### src/rtl/clk_chain_div.sv
module clk_chain_div #(
  parameter int MAX_RATIO = 64
) (
  input  logic       clk_ref,
  input  logic       rst_n,
  input  logic [2:0] pre_code,
  input  logic [1:0] odd_code,
  output logic       clk_pre,
  output logic       pre_tick,
  output logic       clk_odd,
  output logic       odd_tick,
  output logic       reserved_err,
  output logic       config_error
);

  localparam logic [9:0] CAP = 10'(MAX_RATIO);

  logic [2:0] act_pre, nx_pre;
  logic [1:0] act_odd, nx_odd;
  logic [6:0] pre_cnt, pre_cnt_nx, n_act, n_nx;
  logic [2:0] odd_cnt, odd_cnt_nx, m_act;
  logic [9:0] prod_in, p_nx, pos_nx, thr;
  logic       in_res, in_big, legal, apply;
  logic       pre_q, odd_q, odd_qn, n_one_r, p_one_r, p_odd_r;

  // code check against the joint cap
  assign in_res  = (pre_code == 3'b111);
  assign prod_in = {7'd0, odd_code, 1'b1} << pre_code;
  assign in_big  = !in_res && (prod_in > CAP);
  assign legal   = !in_res && !in_big;

  // the odd stage counts first-stage ticks
  assign n_act    = 7'd1 << act_pre;
  assign m_act    = {act_odd, 1'b1};
  assign pre_tick = (pre_cnt == n_act - 7'd1);
  assign odd_tick = pre_tick && (odd_cnt == m_act - 3'd1);
  assign apply    = odd_tick && legal;

  assign nx_pre     = apply ? pre_code : act_pre;
  assign nx_odd     = apply ? odd_code : act_odd;
  assign n_nx       = 7'd1 << nx_pre;
  assign p_nx       = {7'd0, nx_odd, 1'b1} << nx_pre;
  assign pre_cnt_nx = pre_tick ? 7'd0 : pre_cnt + 7'd1;
  assign odd_cnt_nx = odd_tick ? 3'd0 : (pre_tick ? odd_cnt + 3'd1 : odd_cnt);
  assign pos_nx     = ({7'd0, odd_cnt_nx} << nx_pre) + {3'd0, pre_cnt_nx};
  assign thr        = (p_nx + 10'd1) >> 1;

  always_ff @(posedge clk_ref or negedge rst_n) begin
    if (!rst_n) begin
      act_pre      <= '0;
      act_odd      <= '0;
      pre_cnt      <= '0;
      odd_cnt      <= '0;
      pre_q        <= 1'b0;
      odd_q        <= 1'b0;
      n_one_r      <= 1'b1;
      p_one_r      <= 1'b1;
      p_odd_r      <= 1'b1;
      reserved_err <= 1'b0;
      config_error <= 1'b0;
    end else begin
      act_pre      <= nx_pre;
      act_odd      <= nx_odd;
      pre_cnt      <= pre_cnt_nx;
      odd_cnt      <= odd_cnt_nx;
      pre_q        <= pre_cnt_nx < (n_nx >> 1);
      odd_q        <= pos_nx < thr;
      n_one_r      <= (nx_pre == 3'd0);
      p_one_r      <= (p_nx == 10'd1);
      p_odd_r      <= p_nx[0];
      reserved_err <= reserved_err | in_res;
      config_error <= in_big;
    end
  end

  // falling-edge copy trims the odd-ratio high phase by half a cycle
  always_ff @(negedge clk_ref or negedge rst_n) begin
    if (!rst_n) odd_qn <= 1'b0;
    else        odd_qn <= odd_q;
  end

  assign clk_pre = n_one_r ? clk_ref : pre_q;
  assign clk_odd = p_one_r ? clk_ref : (p_odd_r ? (odd_q & odd_qn) : odd_q);

  a_r2_pre_cnt_range: assert property (@(posedge clk_ref) disable iff (!rst_n)
    pre_cnt < n_act);
  a_r3_odd_cnt_range: assert property (@(posedge clk_ref) disable iff (!rst_n)
    odd_cnt < m_act);
  a_r3_odd_on_pre: assert property (@(posedge clk_ref) disable iff (!rst_n)
    odd_tick |-> pre_tick);
  a_r5_reserved_never_active: assert property (@(posedge clk_ref) disable iff (!rst_n)
    act_pre != 3'b111);
  a_r5_reserved_sticky: assert property (@(posedge clk_ref) disable iff (!rst_n)
    reserved_err |=> reserved_err);
  a_r6_refused_pair_held: assert property (@(posedge clk_ref) disable iff (!rst_n)
    (odd_tick && in_big) |=> ($stable(act_pre) && $stable(act_odd)));
  a_r7_mid_period_hold: assert property (@(posedge clk_ref) disable iff (!rst_n)
    !odd_tick |=> ($stable(act_pre) && $stable(act_odd)));
  a_r7_restart_at_boundary: assert property (@(posedge clk_ref) disable iff (!rst_n)
    odd_tick |=> (pre_cnt == 7'd0 && odd_cnt == 3'd0));

endmodule

### config.mk
export PLATFORM = sky130hd
export DESIGN_NAME = clk_chain_div
export DESIGN_NICKNAME = d
export VERILOG_FILES = /design/src/rtl/clk_chain_div.sv
export SDC_FILE = /design/constraint.sdc
export NUM_CORES = 1
export LEC_CHECK = 0
export BUFFER_PORTS_ARGS = -buffer_cell sky130_fd_sc_hd__buf_4
export CAP_MARGIN = 25
export CELL_PAD_IN_SITES_DETAIL_PLACEMENT = 0
export CELL_PAD_IN_SITES_GLOBAL_PLACEMENT = 1
export CORE_MARGIN = 10
export CORE_UTILIZATION = 47
export CTS_BUF_LIST = sky130_fd_sc_hd__clkbuf_4
export CTS_CLUSTER_DIAMETER = 150
export DETAILED_ROUTE_END_ITERATION = 10
export PLACE_DENSITY_LB_ADDON = 0.1
export SLEW_MARGIN = 20
export SYNTH_ARGS = -nofsm -noshare
export SYNTH_HDL_FRONTEND = slang
export SYNTH_SLANG_ARGS = --single-unit
export TNS_END_PERCENT = 30
### constraint.sdc
create_clock -name clk_ref -period 11.1 [get_ports clk_ref]
set_clock_uncertainty 0.15 [all_clocks]
set_input_delay 1.11 -clock clk_ref [delete_from_list [all_inputs] [get_ports clk_ref]]
set_output_delay 1.11 -clock clk_ref [all_outputs]
set_load 0.02 [all_outputs]
# Word-level counts from Yosys, hierarchy flattened

Cells that the tools add are included.

Output and inout bits: 6
Register bits: 23

Equal/unequal tests: 4
$lt $le $gt $ge: 3
Reduce and logical (&&, ||, !) cells: 7
Bitwise gates (word level): 2
Shifts and indexed selects: 5
Multiplexer cells: 8
Add/sub/neg operators: 6

Operator list:

| kind                  | number |
|---|---|
| $shl 3x3->10          | 3 |
| $shl 1x3->7 const A   | 2 |
| $add 10x1->10 const B | 1 |
| $add 10x7->10         | 1 |
| $eq 10x1->1 const B   | 1 |
| $gt 10x7->1 const B   | 1 |
| $lt 10x9->1           | 1 |
| $mux 3                | 3 |
| $add 7x1->7 const B   | 1 |
| $eq 7x7->1            | 1 |
| $lt 7x6->1            | 1 |
| $mux 7                | 1 |
| $sub 7x1->7 const B   | 1 |
| $logic_and 1x1->1     | 4 |
| $add 3x1->3 const B   | 1 |
| $eq 3x3->1            | 1 |
| $eq 3x3->1 const B    | 1 |
| $logic_not 3->1       | 1 |
| $mux 1                | 3 |
| $sub 3x1->3 const B   | 1 |
| $logic_not 1->1       | 2 |
| $mux 2                | 1 |
| $and 1x1->1           | 1 |
| $or 1x1->1            | 1 |

# Logic depth before layout (Yosys ltp)

Gate-level depths: netlist (run 1).

Depth in word-level cells: 10
Depth in mapped cells: 25
Mapped depth without buffers: 24

==> results of run 1 <==
[critical path, stage by stage, from the launching register on]
cell	delay (ps)
dfrtn_1	400
o21ai_0	60
o21ai_0	150
buf_4	170
[metrics by stage]
stage / hold slack, ps / std cells
3_5_place_dp: 311 / 311
3_3_place_gp: 313 / 311
4_1_cts: 337 / 320
6_report: 332 / 320
5_1_grt: 365 / 320
2_1_floorplan: 362 / 256
[cell type report]
| cell class | count | area [um2] |
|---|---|---|
| tap | 52 | 65.1 |
| inverter | 15 | 56.3 |
| timing repair buffer | 11 | 82.6 |
| clock buffer | 11 | 82.6 |
| multi-input combinational | 209 | 1540 |
| fill | 441 | 2070 |
| sequential | 22 | 553 |
[where the power goes]
part | switching, uW | leakage (uW) | internal, uW
Sequential | 44.9 | 0.000265 | 116
Clock | 41.3 | 0.0000569 | 47.2
Combinational | 307 | 0.000737 | 226
[synthesized netlist by cell type (2+ instances only)]
library cell / n / share of area, %
nor2b_1: 4 / 1.1
nor4_1: 3 / 0.85
nand3_1: 9 / 2.0
and2_1: 3 / 0.85
a21oi_1: 9 / 2.0
o21a_1: 2 / 0.68
buf_2: 4 / 0.91
nor3_1: 6 / 1.4
mux2i_1: 11 / 5.0
nand2_1: 21 / 3.6
o21ai_0: 13 / 3.0
o211ai_1: 2 / 0.68
o21bai_1: 4 / 1.4
nand2b_1: 2 / 0.57
a21o_1: 6 / 2.0
xor2_1: 10 / 4.0
nand4_1: 2 / 0.57
nor4b_1: 4 / 1.6
ha_1: 25 / 14
dfrtp_1: 19 / 22
nor2_1: 28 / 4.8
mux2_2: 2 / 1.0
inv_1: 14 / 2.4
and3_1: 2 / 0.57
a31o_2: 2 / 0.80
xnor2_1: 8 / 3.2
o31ai_1: 2 / 0.68
o22ai_1: 3 / 0.85
dfstp_2: 2 / 2.4
a311oi_1: 2 / 0.80
nand4b_1: 2 / 0.80
a31oi_1: 2 / 0.57
clkbuf_1: 4 / 0.68
[kinds of logic after synthesis]
kind of cell             Yosys count  synth area share [%]
flip-flops                        22                  25.1
AND/OR/NAND/NOR                   91                  20.6
XOR/XNOR                          18                  7.16
adder cells (fa/ha/maj)           27                  15.6
buffers and inverters             25                  5.00
multiplexers                      14                  6.65
AO/OA/AOI/OAI                     59                  19.9
[registers in the layout, indices dropped and copies added (netlist names), 2 cells and up]
register,cells
act_odd,2
act_pre,3
odd_cnt,3
pre_cnt,7
[metal layers]
layer	GRT usage (%)	vias up	share of wire, %
li1	-	955	-
met1	18.3	849	50
met2	22.5	30	46
met3	2.67	4	3.3
met4	7.34	0	1.0
met5	0	-	0
[worst min path at each step]
stage / from / to / slack (ps)
finish: reserved_err$_DFF_PN0_ / reserved_err$_DFF_PN0_ / 330
global route: reserved_err$_DFF_PN0_ / reserved_err$_DFF_PN0_ / 370
CTS: reserved_err$_DFF_PN0_ / reserved_err$_DFF_PN0_ / 340
detailed placement: reserved_err$_DFF_PN0_ / reserved_err$_DFF_PN0_ / 310
global placement: reserved_err$_DFF_PN0_ / reserved_err$_DFF_PN0_ / 310
floorplan: pre_cnt[0]$_DFF_PN0_ / pre_cnt[0]$_DFF_PN0_ / 360
==> results.sh, run 1 <==
export IMPL_p_leak_uw=0.00106
export IMPL_setup_violations=0
export IMPL_antenna_found_initial=0
export IMPL_synth_seq_cells=22
export IMPL_timing_rr_start="act_pre[1]$_DFF_PN0_"
export IMPL_post_cts_setup_buffer_count=0
export IMPL_ys_types=57
export IMPL_crit_path_start="odd_qn$_DFF_NN0_"
export IMPL_final_nets=301
export IMPL_syn2layout_area_growth_pct=8.02
export IMPL_maxSlewViolCount=0
export IMPL_drive_gt1_share_pct=13.8
export IMPL_overflow=0
export IMPL_tns_ps=0
export IMPL_die_x_um=88.4
export IMPL_placed_area_mm2=0.00231
export IMPL_worstSetupStartpointType="register"
export IMPL_num_rows=24
export IMPL_hpwlAfterDp_mm=4.04
export IMPL_reg2reg_depth=22
export IMPL_endpoint="clk_odd"
export IMPL_num_vias=1838
export IMPL_max_cap_viol_count=0
export IMPL_hold_buffers=0
export IMPL_drc=0
export IMPL_ctsResizeCount=0
export IMPL_required_ps=9840
export IMPL_finalHoldViolCount=0
export IMPL_diodes=0
export IMPL_ys_warn_count=0
export IMPL_cts_tree="yes"
export IMPL_p_per_area_mw_per_mm2=329
export IMPL_netlist_instances=256
export IMPL_gp_congestion=0.792
export IMPL_reg2reg_slack_ps=4490
export IMPL_synth_nets=289
export IMPL_drt_pass1_iterations=4
export IMPL_clock_latency_ps=410
export IMPL_start_util_pct=49.5
export IMPL_total_power_uw=783
export IMPL_avgRoutedWirePerCell_um=15.7
export IMPL_synth_flop_cell="dfrtp_1"
export IMPL_postSynth_asyncResetShare_pct=100
export IMPL_tightest_slew_ps=902
export IMPL_grt_pass1_vias=1894
export IMPL_die_h_um=88.4
export IMPL_grt_pass1_wl_mm=8.86
export IMPL_ys_seq_area_share_pct=25.1
export IMPL_synth_area_mm2=0.00220
export IMPL_avgSynthCellArea_um2=8.60
export IMPL_vdd_ir_drop_max_v=0.000154
export IMPL_utilization_pct=53.5
export IMPL_viasPerCell=5.74
export IMPL_worstSetupPathType="register to output port"
export IMPL_finalWirelength_mm=5.02
export IMPL_drtIter0Drc=99
export IMPL_path_clk_slew_ps=110
export IMPL_setup_ws_ps=3100
export IMPL_pre_cts_slack_ps=3570
export IMPL_synth_edf_count=0
export IMPL_track_usage_pct=14.3
export IMPL_crit_arrival_ps=6740
export IMPL_hold_path_depth=1
export IMPL_core_area_mm2=0.00444
export IMPL_finish_instance_area_mm2=0.00238
export IMPL_rsz0062_at_grt="no"
export IMPL_die_area_mm2=0.00782
export IMPL_outcome="completed"
export IMPL_postRouteAntennaNets=0
export IMPL_r2r_end="odd_q$_DFF_PN0_"
export IMPL_num_io_pins=13
export IMPL_mostFrequentLayoutCells="28 x nor2_1, 25 x ha_1, 21 x nand2_1"
export IMPL_grt_max_degree=23
export IMPL_worstPathMaxFanout=1
export IMPL_place_port_buffers=12
export IMPL_slew_headroom_pct=38.7
export IMPL_final_common_cell="nor2_1"
export IMPL_worstHoldPathType="register to register"
export IMPL_end_kind="output port"
Power figures use the tool's default switching activity.
==> run 2, diff against run 1 <==
- clock period: 11.1 -> 7.55 ns (I/O delays scaled with it)
==> results.sh, run 2 (synthesized netlist as in run 1, its figures left out) <==
export IMPL_cts_tree="yes"
export IMPL_vdd_ir_drop_max_v=0.000262
export IMPL_mostFrequentLayoutCells="28 x nor2_1, 25 x ha_1, 21 x nand2_1"
export IMPL_clock_latency_ps=440
export IMPL_top_register="pre_cnt"
export IMPL_drive_gt1_share_pct=13.4
export IMPL_post_cts_setup_buffer_count=0
export IMPL_period_minus_slack_ps=6200
export IMPL_avgRoutedWirePerCell_um=16.5
export IMPL_p_leak_uw=0.00106
export IMPL_p_per_area_mw_per_mm2=490
export IMPL_grt_max_degree=23
export IMPL_placed_area_mm2=0.00231
export IMPL_pre_cts_slack_ps=1370
export IMPL_worstSetupPathType="register to register"
export IMPL_die_x_um=88.4
export IMPL_final_nets=301
export IMPL_gp_congestion=0.846
export IMPL_viasPerCell=5.84
export IMPL_die_h_um=88.4
export IMPL_biggestRegsByFlops="pre_cnt (7), act_pre (3), odd_cnt (3)"
export IMPL_grt_pass1_wl_mm=9.05
export IMPL_worstHoldPathType="input pin to async pin"
export IMPL_num_vias=1868
export IMPL_holdWs_ps=46.8
export IMPL_fin_crit_sh_pct=82.1
export IMPL_finalWirelength_mm=5.27
export IMPL_syn2layout_area_growth_pct=7.85
export IMPL_fmax_mhz=161
export IMPL_end_kind="register"
export IMPL_path_clk_slew_ps=130
export IMPL_slew_headroom_pct=36.8
export IMPL_ctsResizeCount=0
export IMPL_start_util_pct=49.5
export IMPL_hpwlAfterDp_mm=4.12
export IMPL_worstSetupStartpointType="register"
export IMPL_drt_pass1_iterations=4
export IMPL_place_port_buffers=12
export IMPL_num_rows=24
export IMPL_drtIter0Drc=145
export IMPL_finalHoldViolCount=0
export IMPL_tightest_slew_ps=921
export IMPL_setup_ws_ps=1350
export IMPL_drc=0
export IMPL_overflow=0
export IMPL_rsz0062_at_grt="no"
export IMPL_diodes=0
export IMPL_finish_instance_area_mm2=0.00237
export IMPL_setup_violations=0
export IMPL_num_io_pins=13
export IMPL_postRouteAntennaNets=0
export IMPL_worstPathMaxFanout=17
export IMPL_reg2reg_slack_ps=1350
export IMPL_antenna_found_initial=0
export IMPL_maxSlewViolCount=0
export IMPL_tns_ps=0
export IMPL_track_usage_pct=15.0
export IMPL_required_ps=7750
export IMPL_crit_arrival_ps=6400
export IMPL_outcome="completed"
export IMPL_max_cap_viol_count=0
export IMPL_grt_pass1_vias=1788
export IMPL_utilization_pct=53.4
export IMPL_final_common_cell="nor2_1"
export IMPL_core_area_mm2=0.00444
export IMPL_die_area_mm2=0.00782
export IMPL_hold_buffers=0
export IMPL_largest_reg_flops=7
run 2: final cells by class:
cell class                      instances  area, um2
Fill cell                             426       2070
Multi-Input combinational cell        209       1540
Sequential cell                        22        553
Timing Repair Buffer                   11       82.6
Clock buffer                           10       75.1
Tap cell                               52       65.1
Inverter                               15       56.3
Clock inverter                          1       3.75
run 2: layer usage:
layer | global-route usage (%) | vias up | routed length (um)
met4 | 8.66 | 0 | 109
met1 | 20.6 | 866 | 2680
li1 | - | 954 | -
met2 | 21.4 | 40 | 2280
met3 | 2.76 | 8 | 201
met5 | 0 | - | 0
run 2: worst paths after layout:
path | endpoint | start | cells after the start
hold / removal | pre_q$_DFF_PN0_ | rst_n | 1
min in group clk_ref | reserved_err$_DFF_PN0_ | reserved_err$_DFF_PN0_ | 1
max in group asynchronous | odd_qn$_DFF_NN0_ | rst_n | 1
setup reg to reg | odd_q$_DFF_PN0_ | act_pre[1]$_DFF_PN0_ | 22
hold reg to reg | reserved_err$_DFF_PN0_ | reserved_err$_DFF_PN0_ | 1
setup / recovery | odd_q$_DFF_PN0_ | act_pre[1]$_DFF_PN0_ | 22
run 2: worst max-delay path, cell delays in order (launching register included):
cell and delay (ps):
dfrtp_1 530, nor2_1 220, nand2_1 80, ha_1 280
xnor2_1 160, nor4_1 240, o221ai_2 200, a311oi_4 500
mux2i_2 820, mux2_2 420, a21oi_1 190, nor2_1 60
ha_1 360, inv_1 70, o21a_1 190, o21ai_0 280
nand2_1 180, nor4b_1 320, a311oi_1 90, ha_1 320
a21oi_1 110, o21ai_0 100, a221oi_1 240
run 2: power by group:
part	leakage, uW	internal, uW	switching, uW
registers	0.000265	170	68.2
logic	0.000737	335	460
clock network	0.0000538	64.6	65.5
total	0.00106	570	594
run 2: metrics by stage:
step | total power (uW) | cells
floorplan | 881 | 256
global placement | 1070 | 311
detailed placement | 1070 | 311
CTS | 1170 | 320
global route | 1310 | 320
finish | 1160 | 320
